File: src/rtl/reti_pkg.sv
package reti_pkg;

  // True when phase p lies inside the inclusive window [lo, hi]
  function automatic logic in_window(input int p, input int lo, input int hi);
    return (p >= lo) && (p <= hi);
  endfunction

  // True when phase p is one of the three mid-cycle wait capture points
  function automatic logic is_wait_point(input int p, input int a, input int b, input int c);
    return (p == a) || (p == b) || (p == c);
  endfunction

  // Opcode byte replicated across a bus of width w (w a multiple of 8)
  function automatic logic [63:0] replicate_byte(input logic [7:0] b, input int w);
    logic [63:0] r;
    r = '0;
    for (int i = 0; i < 8; i++) begin
      if (i < w / 8) r[i*8 +: 8] = b;
    end
    return r;
  endfunction

endpackage

File: src/rtl/reti_wait_sampler.sv
module reti_wait_sampler (
  input  logic clk,
  input  logic rst_n,
  input  logic wait_n,
  output logic wait_smp_n
);
  // Falling-edge capture places the sample in the middle of each cycle
  always_ff @(negedge clk) begin
    if (!rst_n) wait_smp_n <= 1'b1;
    else        wait_smp_n <= wait_n;
  end
endmodule

File: src/rtl/reti_phase_ctl.sv
module reti_phase_ctl #(
  parameter int N_CYC  = 10,
  parameter int SMP_A  = 3,
  parameter int SMP_B  = 5,
  parameter int SMP_C  = 9,
  localparam int PW    = $clog2(N_CYC + 1)
) (
  input  logic          clk,
  input  logic          rst_n,
  input  logic          start,
  input  logic          wait_smp_n,
  output logic [PW-1:0] phase,
  output logic          stall,
  output logic          busy,
  output logic          done
);
  import reti_pkg::*;

  logic [PW-1:0] phase_q;
  logic          done_q;
  logic          launch;
  logic          at_point;
  logic          last;

  assign busy     = (phase_q != '0);
  assign launch   = !busy && start;
  assign at_point = is_wait_point(int'(phase_q), SMP_A, SMP_B, SMP_C);
  assign stall    = busy && at_point && !wait_smp_n;
  assign last     = (phase_q == PW'(N_CYC));

  always_ff @(posedge clk) begin
    if (!rst_n) begin
      phase_q <= '0;
      done_q  <= 1'b0;
    end else begin
      done_q <= busy && last && !stall;
      if (launch)            phase_q <= PW'(1);
      else if (busy) begin
        if (stall)           phase_q <= phase_q;
        else if (last)       phase_q <= '0;
        else                 phase_q <= phase_q + PW'(1);
      end
    end
  end

  assign phase = phase_q;
  assign done  = done_q;
endmodule

File: src/rtl/reti_bus_shaper.sv
module reti_bus_shaper #(
  parameter int          DATA_W = 16,
  parameter int          N_CYC  = 10,
  parameter logic [7:0]  OPC1   = 8'hED,
  parameter logic [7:0]  OPC2   = 8'h4D,
  parameter int          F1_LO  = 2,
  parameter int          F1_HI  = 4,
  parameter int          F2_LO  = 6,
  parameter int          F2_HI  = 9,
  localparam int         PW     = $clog2(N_CYC + 1),
  localparam int         HALF   = N_CYC / 2
) (
  input  logic [PW-1:0]     phase,
  output logic [DATA_W-1:0] data_out,
  output logic              data_oe,
  output logic              fetch_n,
  output logic              rd_n
);
  import reti_pkg::*;

  logic        active;
  logic        first_half;
  logic        strobe;
  logic [63:0] word1;
  logic [63:0] word2;

  assign word1      = replicate_byte(OPC1, DATA_W);
  assign word2      = replicate_byte(OPC2, DATA_W);
  assign active     = in_window(int'(phase), 1, N_CYC);
  assign first_half = in_window(int'(phase), 1, HALF);
  assign strobe     = in_window(int'(phase), F1_LO, F1_HI) ||
                      in_window(int'(phase), F2_LO, F2_HI);

  always_comb begin
    if (!active)         data_out = '0;
    else if (first_half) data_out = word1[DATA_W-1:0];
    else                 data_out = word2[DATA_W-1:0];
  end

  assign data_oe = active;
  assign fetch_n = !strobe;
  assign rd_n    = !strobe;
endmodule

File: src/rtl/reti_seq.sv
module reti_seq #(
  parameter int         DATA_W = 16,
  parameter int         N_CYC  = 10,
  parameter logic [7:0] OPC1   = 8'hED,
  parameter logic [7:0] OPC2   = 8'h4D,
  parameter int         SMP_A  = 3,
  parameter int         SMP_B  = 5,
  parameter int         SMP_C  = 9,
  parameter int         F1_LO  = 2,
  parameter int         F1_HI  = 4,
  parameter int         F2_LO  = 6,
  parameter int         F2_HI  = 9,
  localparam int        PW     = $clog2(N_CYC + 1)
) (
  input  logic              clk,
  input  logic              rst_n,
  input  logic              start,
  input  logic              wait_n,
  output logic [DATA_W-1:0] data_out,
  output logic              data_oe,
  output logic              fetch_n,
  output logic              rd_n,
  output logic              busy,
  output logic              done
);
  // Named internal events, observed by the bound checker
  logic          wait_smp_n;
  logic [PW-1:0] phase;
  logic          stall;

  reti_wait_sampler u_wait (
    .clk        (clk),
    .rst_n      (rst_n),
    .wait_n     (wait_n),
    .wait_smp_n (wait_smp_n)
  );

  reti_phase_ctl #(
    .N_CYC (N_CYC), .SMP_A (SMP_A), .SMP_B (SMP_B), .SMP_C (SMP_C)
  ) u_ctl (
    .clk        (clk),
    .rst_n      (rst_n),
    .start      (start),
    .wait_smp_n (wait_smp_n),
    .phase      (phase),
    .stall      (stall),
    .busy       (busy),
    .done       (done)
  );

  reti_bus_shaper #(
    .DATA_W (DATA_W), .N_CYC (N_CYC), .OPC1 (OPC1), .OPC2 (OPC2),
    .F1_LO (F1_LO), .F1_HI (F1_HI), .F2_LO (F2_LO), .F2_HI (F2_HI)
  ) u_shape (
    .phase    (phase),
    .data_out (data_out),
    .data_oe  (data_oe),
    .fetch_n  (fetch_n),
    .rd_n     (rd_n)
  );
endmodule

File: config.mk
export PLATFORM = sky130hd
export DESIGN_NAME = reti_seq
export DESIGN_NICKNAME = d
export VERILOG_FILES = /design/src/rtl/reti_pkg.sv /design/src/rtl/reti_wait_sampler.sv /design/src/rtl/reti_phase_ctl.sv /design/src/rtl/reti_bus_shaper.sv /design/src/rtl/reti_seq.sv
export SDC_FILE = /design/constraint.sdc
export NUM_CORES = 1
export LEC_CHECK = 0
export CAP_MARGIN = 15
export CORE_AREA = 3 3 40 42
export CTS_CLUSTER_SIZE = 25
export DETAILED_ROUTE_END_ITERATION = 10
export DIE_AREA = 0 0 43 45
export HOLD_SLACK_MARGIN = 0.06
export PLACE_DENSITY = 0.85
export SETUP_SLACK_MARGIN = 0.05
export SYNTH_ARGS = -nofsm -noshare
export SYNTH_HDL_FRONTEND = slang
export SYNTH_SLANG_ARGS = --single-unit
File: constraint.sdc
create_clock -name clk -period 3.24 [get_ports clk]
set_clock_uncertainty 0.1 [all_clocks]
set_input_delay 0.648 -clock clk [delete_from_list [all_inputs] [get_ports clk]]
set_output_delay 0.648 -clock clk [all_outputs]
set_load 0.05 [all_outputs]
==> out/metrics.yaml, run 1 <==
route:
  drt-initial-drc-count: 16
  vias: 425
  drc_errors: 0
  firstDrtPassIters: 4
  via_per_inst: 4.83
  wl_per_cell_um: 10.7
  routed_wl_um: 939
  ant_nets: 0
grt:
  grt_max_degree: 16
  antenna_found_initial: 0
  grt_pass1_wl_um: 1480
  gr-total-overflow: 0
  track_usage_pct: 10.4
  grt_pass1_vias: 353
die:
  die_h_um: 45
  initial_core_util_pct: 39.0
  coreArea_sq_um: 1280
  io_pins: 25
  row_count: 13
  die-area_sq_um: 1940
  die_w_um: 43
cts:
  cts_tree: "done"
  clock_latency_ps: 300
  htree_levels: 1
  clk_path_buf_depth: 2
  postCtsHoldBufs: 0
  cts_made_buffers: 3
  cts_root_buffer: "clkbuf_4"
  cts.sinks: 6
  clk_pin_slew_ps: 50
synth:
  syn_inst: 65
  yosysMostFrequentCell: "buf_4"
  syn_area_per_cell_sq_um: 7.72
  synth_cell_types: 26
  yosys-top-cells-area: "dfxtp_1 (24%), buf_4 (24%), nand2b_1 (6.2%)"
  ys_warn_count: 0
  yosys.area.top_type: "dfxtp_1"
  synth-seq-area-share_pct: 23.9
  synth_edf_count: 0
  synth_common_cells: "buf_4 (16), dfxtp_1 (6), nand2b_1 (5)"
  ys.flop_type: "dfxtp_1"
  ys_seq_elements: 6
  syn_area_sq_um: 502
  async_flop_share_pct: 0
  synth_top_area_share_pct: 23.9
worst_setup_path:
  required_ps: 2490
  path_class: "reg -> out"
  start_kind: "register"
  worstPathMaxFanout: 12
  startpoint: "u_ctl.phase[1]"
  arrival_ps: 2140
  rr_startpoint: "u_wait.wait_smp_n"
  cp-end-kind: "output pin"
sta:
  worst_slack_ps: 349
  max_freq_mhz: 346
  tns_ps: 0
  rsz0062_at_grt: "false"
  finalHoldViolCount: 0
  slew_viol_final: 0
  relSlewSlack_pct: 65.4
  fin_hold_ws_ps: 505
  finalCritPeriodShare_pct: 89.2
  min_period_ps: 2890
  worstMarginPinSlew_ps: 518
  setup_viol: 0
cells_and_area:
  diodes: 0
  multiInputGateArea_sq_um: 230
  areaGrowthSynthToFinish_pct: 26.9
  fillCellCount: 128
  drive_above_1_share_pct: 9.59
  utilization_pct: 49.6
  regArea_sq_um: 120
  num-nets-final: 78
power:
  pwr_density_cell_nw_per_um2: 561
  p_leak_nw: 0.353
  vdd_drop_max_mv: 0.223
placed_design:
  gp_congestion: 0.830
  port_buffers: 20
  hpwl_um: 652
  dp_worst_setup_slack_ps: 220
min_path:
  hp-class: "reg -> reg"
  hold_start: "u_ctl.phase[1]"
run_status:
  status: "complete, no violations"
flow_run:
  max_cap_viol_count: 0
==> repair_timing <==
item                                    4_1_cts  5_1_grt
endpoints found under the setup margin        0        9
gates resized for setup                       0        9
setup buffers                                 0        0
==> metrics by stage <==
| stage | instance area (sq um) | total power (W) | cells |
|---|---|---|---|
| 2_1_floorplan | 513 | 0.000258 | 68 |
| 3_3_place_gp | 588 | 0.000280 | 84 |
| 3_5_place_dp | 588 | 0.000282 | 84 |
| 4_1_cts | 614 | 0.000362 | 88 |
| 5_1_grt | 637 | 0.000379 | 88 |
| 6_report | 637 | 0.000357 | 88 |
==> where the power goes <==
group	leakage (nW)	total [W]	switching [W]	internal (W)
combinational	0.283	0.000192	0.000134	0.0000574
sequential	0.0490	0.0000836	0.00000664	0.0000770
clock	0.0203	0.0000818	0.0000333	0.0000486
==> logic make-up after synthesis <==
| family | synth area share, % |
|---|---|
| flops | 23.9 |
| compound gates | 19.7 |
| other cells | 0.747 |
| simple gates | 23.2 |
| buf+inv | 32.4 |
==> placed cells by master, fill, tap and decap left out, drive strengths merged <==
master and instances:
a2111oi 1, a211oi 1, a21boi 3, a21oi 3
buf 1, clkbuf 4, clkdlybuf4s50 11, conb 4
dfxtp 6, dlymetal6s2s 9, inv 3, nand2 4
nand2b 5, nor2 3, nor2b 2, nor3 4
o21a 1, o21ai 2, o22a 1, o22ai 1
o2bb2ai 1, or3 1, or3b 1, or4 1
==> metal layers <==
layer / up-vias / part of all wire (%) / GRT usage, % / routed length [um]
met5: - / 0 / 0 / 0
met1: 184 / 46 / 13.3 / 434
li1: 214 / - / - / -
met3: 2 / 12 / 4.78 / 112
met4: 0 / 1.5 / 4.22 / 14
met2: 25 / 40 / 15.3 / 377
==> registers in the layout, summed over array words and instances, names as in the netlist <==
signal             cells
u_ctl.done             1
u_ctl.phase            4
u_wait.wait_smp_n      1
==> worst max-delay path: stages (launching register included) <==
cell             delay, ps
dfxtp_1                540
nor3_1                 110
a211oi_1               350
clkdlybuf4s50_1        890
==> path summary, 6_finish.rpt <==
| kind | endpoint | slack (ps) | cells after the start |
|---|---|---|---|
| setup reg to reg | u_ctl.phase[1] | 370 | 3 |
| setup / recovery | data_out[15] | 350 | 3 |
| hold / removal | u_ctl.done | 500 | 2 |
| hold reg to reg | u_ctl.done | 500 | 2 |
==> layout make-up <==
| type | count | share of cell area (%) |
|---|---|---|
| repair buffers | 21 | 36.1 |
| multi-input cells | 39 | 36.1 |
| flip-flops and latches | 6 | 18.9 |
| clock buffers | 4 | 4.13 |
| well taps | 15 | 2.95 |
| inverters | 2 | 1.18 |
| clock inverters | 1 | 0.589 |
Note: power is estimated with default switching activity, not from simulation.
==> run 2: changes to the inputs <==
--- a/config.mk
+++ b/config.mk
@@ -10,6 +10,7 @@
 export CTS_CLUSTER_SIZE = 25
 export DETAILED_ROUTE_END_ITERATION = 10
 export DIE_AREA = 0 0 43 45
+export GPL_TIMING_DRIVEN = 0
 export HOLD_SLACK_MARGIN = 0.06
 export PLACE_DENSITY = 0.85
 export SETUP_SLACK_MARGIN = 0.05
==> out/metrics.yaml, run 2 (synthesis results as in run 1) <==
run_status:
  status: "complete, no violations"
route:
  firstDrtPassIters: 4
  routed_wl_um: 1040
  ant_nets: 0
  vias: 479
  drc_errors: 0
  drt-initial-drc-count: 11
  via_per_inst: 4.48
  wl_per_cell_um: 9.68
sta:
  relSlewSlack_pct: 66.2
  slew_viol_final: 0
  finalCritPeriodShare_pct: 92.2
  rsz0062_at_grt: "false"
  worstMarginPinSlew_ps: 507
  finalHoldViolCount: 0
  tns_ps: 0
  min_period_ps: 2990
  max_freq_mhz: 335
  setup_viol: 0
worst_setup_path:
  cp.depth: 5
  worstPathMaxFanout: 9
  path_class: "reg -> out"
  cpPeakStageDelay_ps: 690
  worst-path-buf-inv: 3
  arrival_ps: 2240
  start_kind: "register"
  cpLargestDelayFamily: "buffers and inverters"
  required_ps: 2490
  cp-end-kind: "output pin"
  reg2regPathDepth: 3
  worst_path_max_delay_cell: "clkdlybuf4s50_1"
  path_cells: "buf_6, or4_4, a21boi_2, buf_4, clkdlybuf4s50_1"
flow_run:
  max_cap_viol_count: 0
power:
  intPower_w: 0.000214
  p_sw_share_pct: 46.2
  comb_power_share_pct: 58.6
  p_total_w: 0.000398
  pwr_density_cell_nw_per_um2: 515
  p_clk_share_pct: 21.6
  pwr-share-seq_pct: 19.8
  vdd_drop_max_mv: 0.272
  switching_power_w: 0.000184
  p_leak_nw: 0.381
min_path:
  worstHoldPathCells: 2
  hp-class: "reg -> reg"
grt:
  track_usage_pct: 12.7
  grt_max_degree: 11
  gr-total-overflow: 0
  antenna_found_initial: 0
  grt_pass1_vias: 415
  grt_pass1_wl_um: 1850
cts:
  cts_root_buffer: "clkbuf_4"
  clk_path_buf_depth: 2
  cts_setup_buffers: 0
  cts.sinks: 6
  cts_tree: "done"
  cts_resized: 0
  postCtsHoldBufs: 0
  htree_levels: 1
  clk_pin_slew_ps: 60
  cts_made_buffers: 3
  clock_latency_ps: 300
cells_and_area:
  drive_above_1_share_pct: 28.3
  diodes: 0
  areaGrowthSynthToFinish_pct: 53.9
  num-nets-final: 97
  largest_reg_flops: 4
  regArea_sq_um: 120
  mostFrequentLayoutCells: "buf_4 (16), clkdlybuf4s50_1 (16), dfxtp_1 (6)"
  fin_cells: 107
  fillCellCount: 121
  multiInputGateArea_sq_um: 234
die:
  die_w_um: 43
  die-area_sq_um: 1940
  initial_core_util_pct: 39.0
  coreArea_sq_um: 1280
  io_pins: 25
  die_h_um: 45
  row_count: 13
placed_design:
  placedCellCount: 103
  hpwl_um: 772
  gp_congestion: 0.845
  port_buffers: 20
[run 2: changes by cell type in the layout (fill, tap and decap cells not counted)]
cell             change
clkdlybuf4s50_1      +5
a21boi_2             +1
a21boi_1             -1
buf_4               +15
buf_6                +2
buf_2                +1
clkbuf_1             +1
dlymetal6s2s_1       -5
[run 2: cell type report]
type                       count  share of cell area [%]
inverter                       2                   0.972
clock inverter                 1                   0.486
tap                           15                    2.43
buffer                        20                    19.6
timing repair buffer          20                    27.2
clock buffer                   4                    3.40
multi-input combinational     39                    30.3
sequential                     6                    15.6
[run 2: path summary, 6_finish.rpt]
path	start	end	slack, ps
min	u_ctl.phase[0]	u_ctl.done	430
max reg2reg	u_wait.wait_smp_n	u_ctl.phase[1]	380
max	u_ctl.phase[0]	data_out[6]	250
min reg2reg	u_ctl.phase[0]	u_ctl.done	430
[run 2: worst min-delay path: stages, from the launching register on]
cell and delay, ps:
dfxtp_1 320, buf_6 130, nor3_1 50
[run 2: power by group through the flow]
stage               combinational (W)  sequential, W   clock [W]
finish                       0.000233      0.0000788   0.0000857
global route                 0.000246      0.0000790   0.0000946
CTS                          0.000235      0.0000788   0.0000881
detailed placement           0.000235      0.0000803  0.00000386
global placement             0.000233      0.0000802  0.00000386
floorplan                    0.000174      0.0000799  0.00000386
[run 2: through the flow]
step,instance area (sq um),hold WS [ps],setup WS (ps),util (%)
finish,772,429,253,60.1
floorplan,513,410,99.8,-
detailed placement,732,438,118,57.0
global route,772,437,131,60.1
global placement,732,436,116,57.0
CTS,758,426,66.5,59.0
[run 2: metal layers]
metal	part of all wire, %	global-route usage (%)	vias to the layer above
li1	-	-	254
met1	46	15.2	194
met4	1.9	5.42	0
met3	10	5.18	4
met5	0	0	-
met2	42	20.4	27
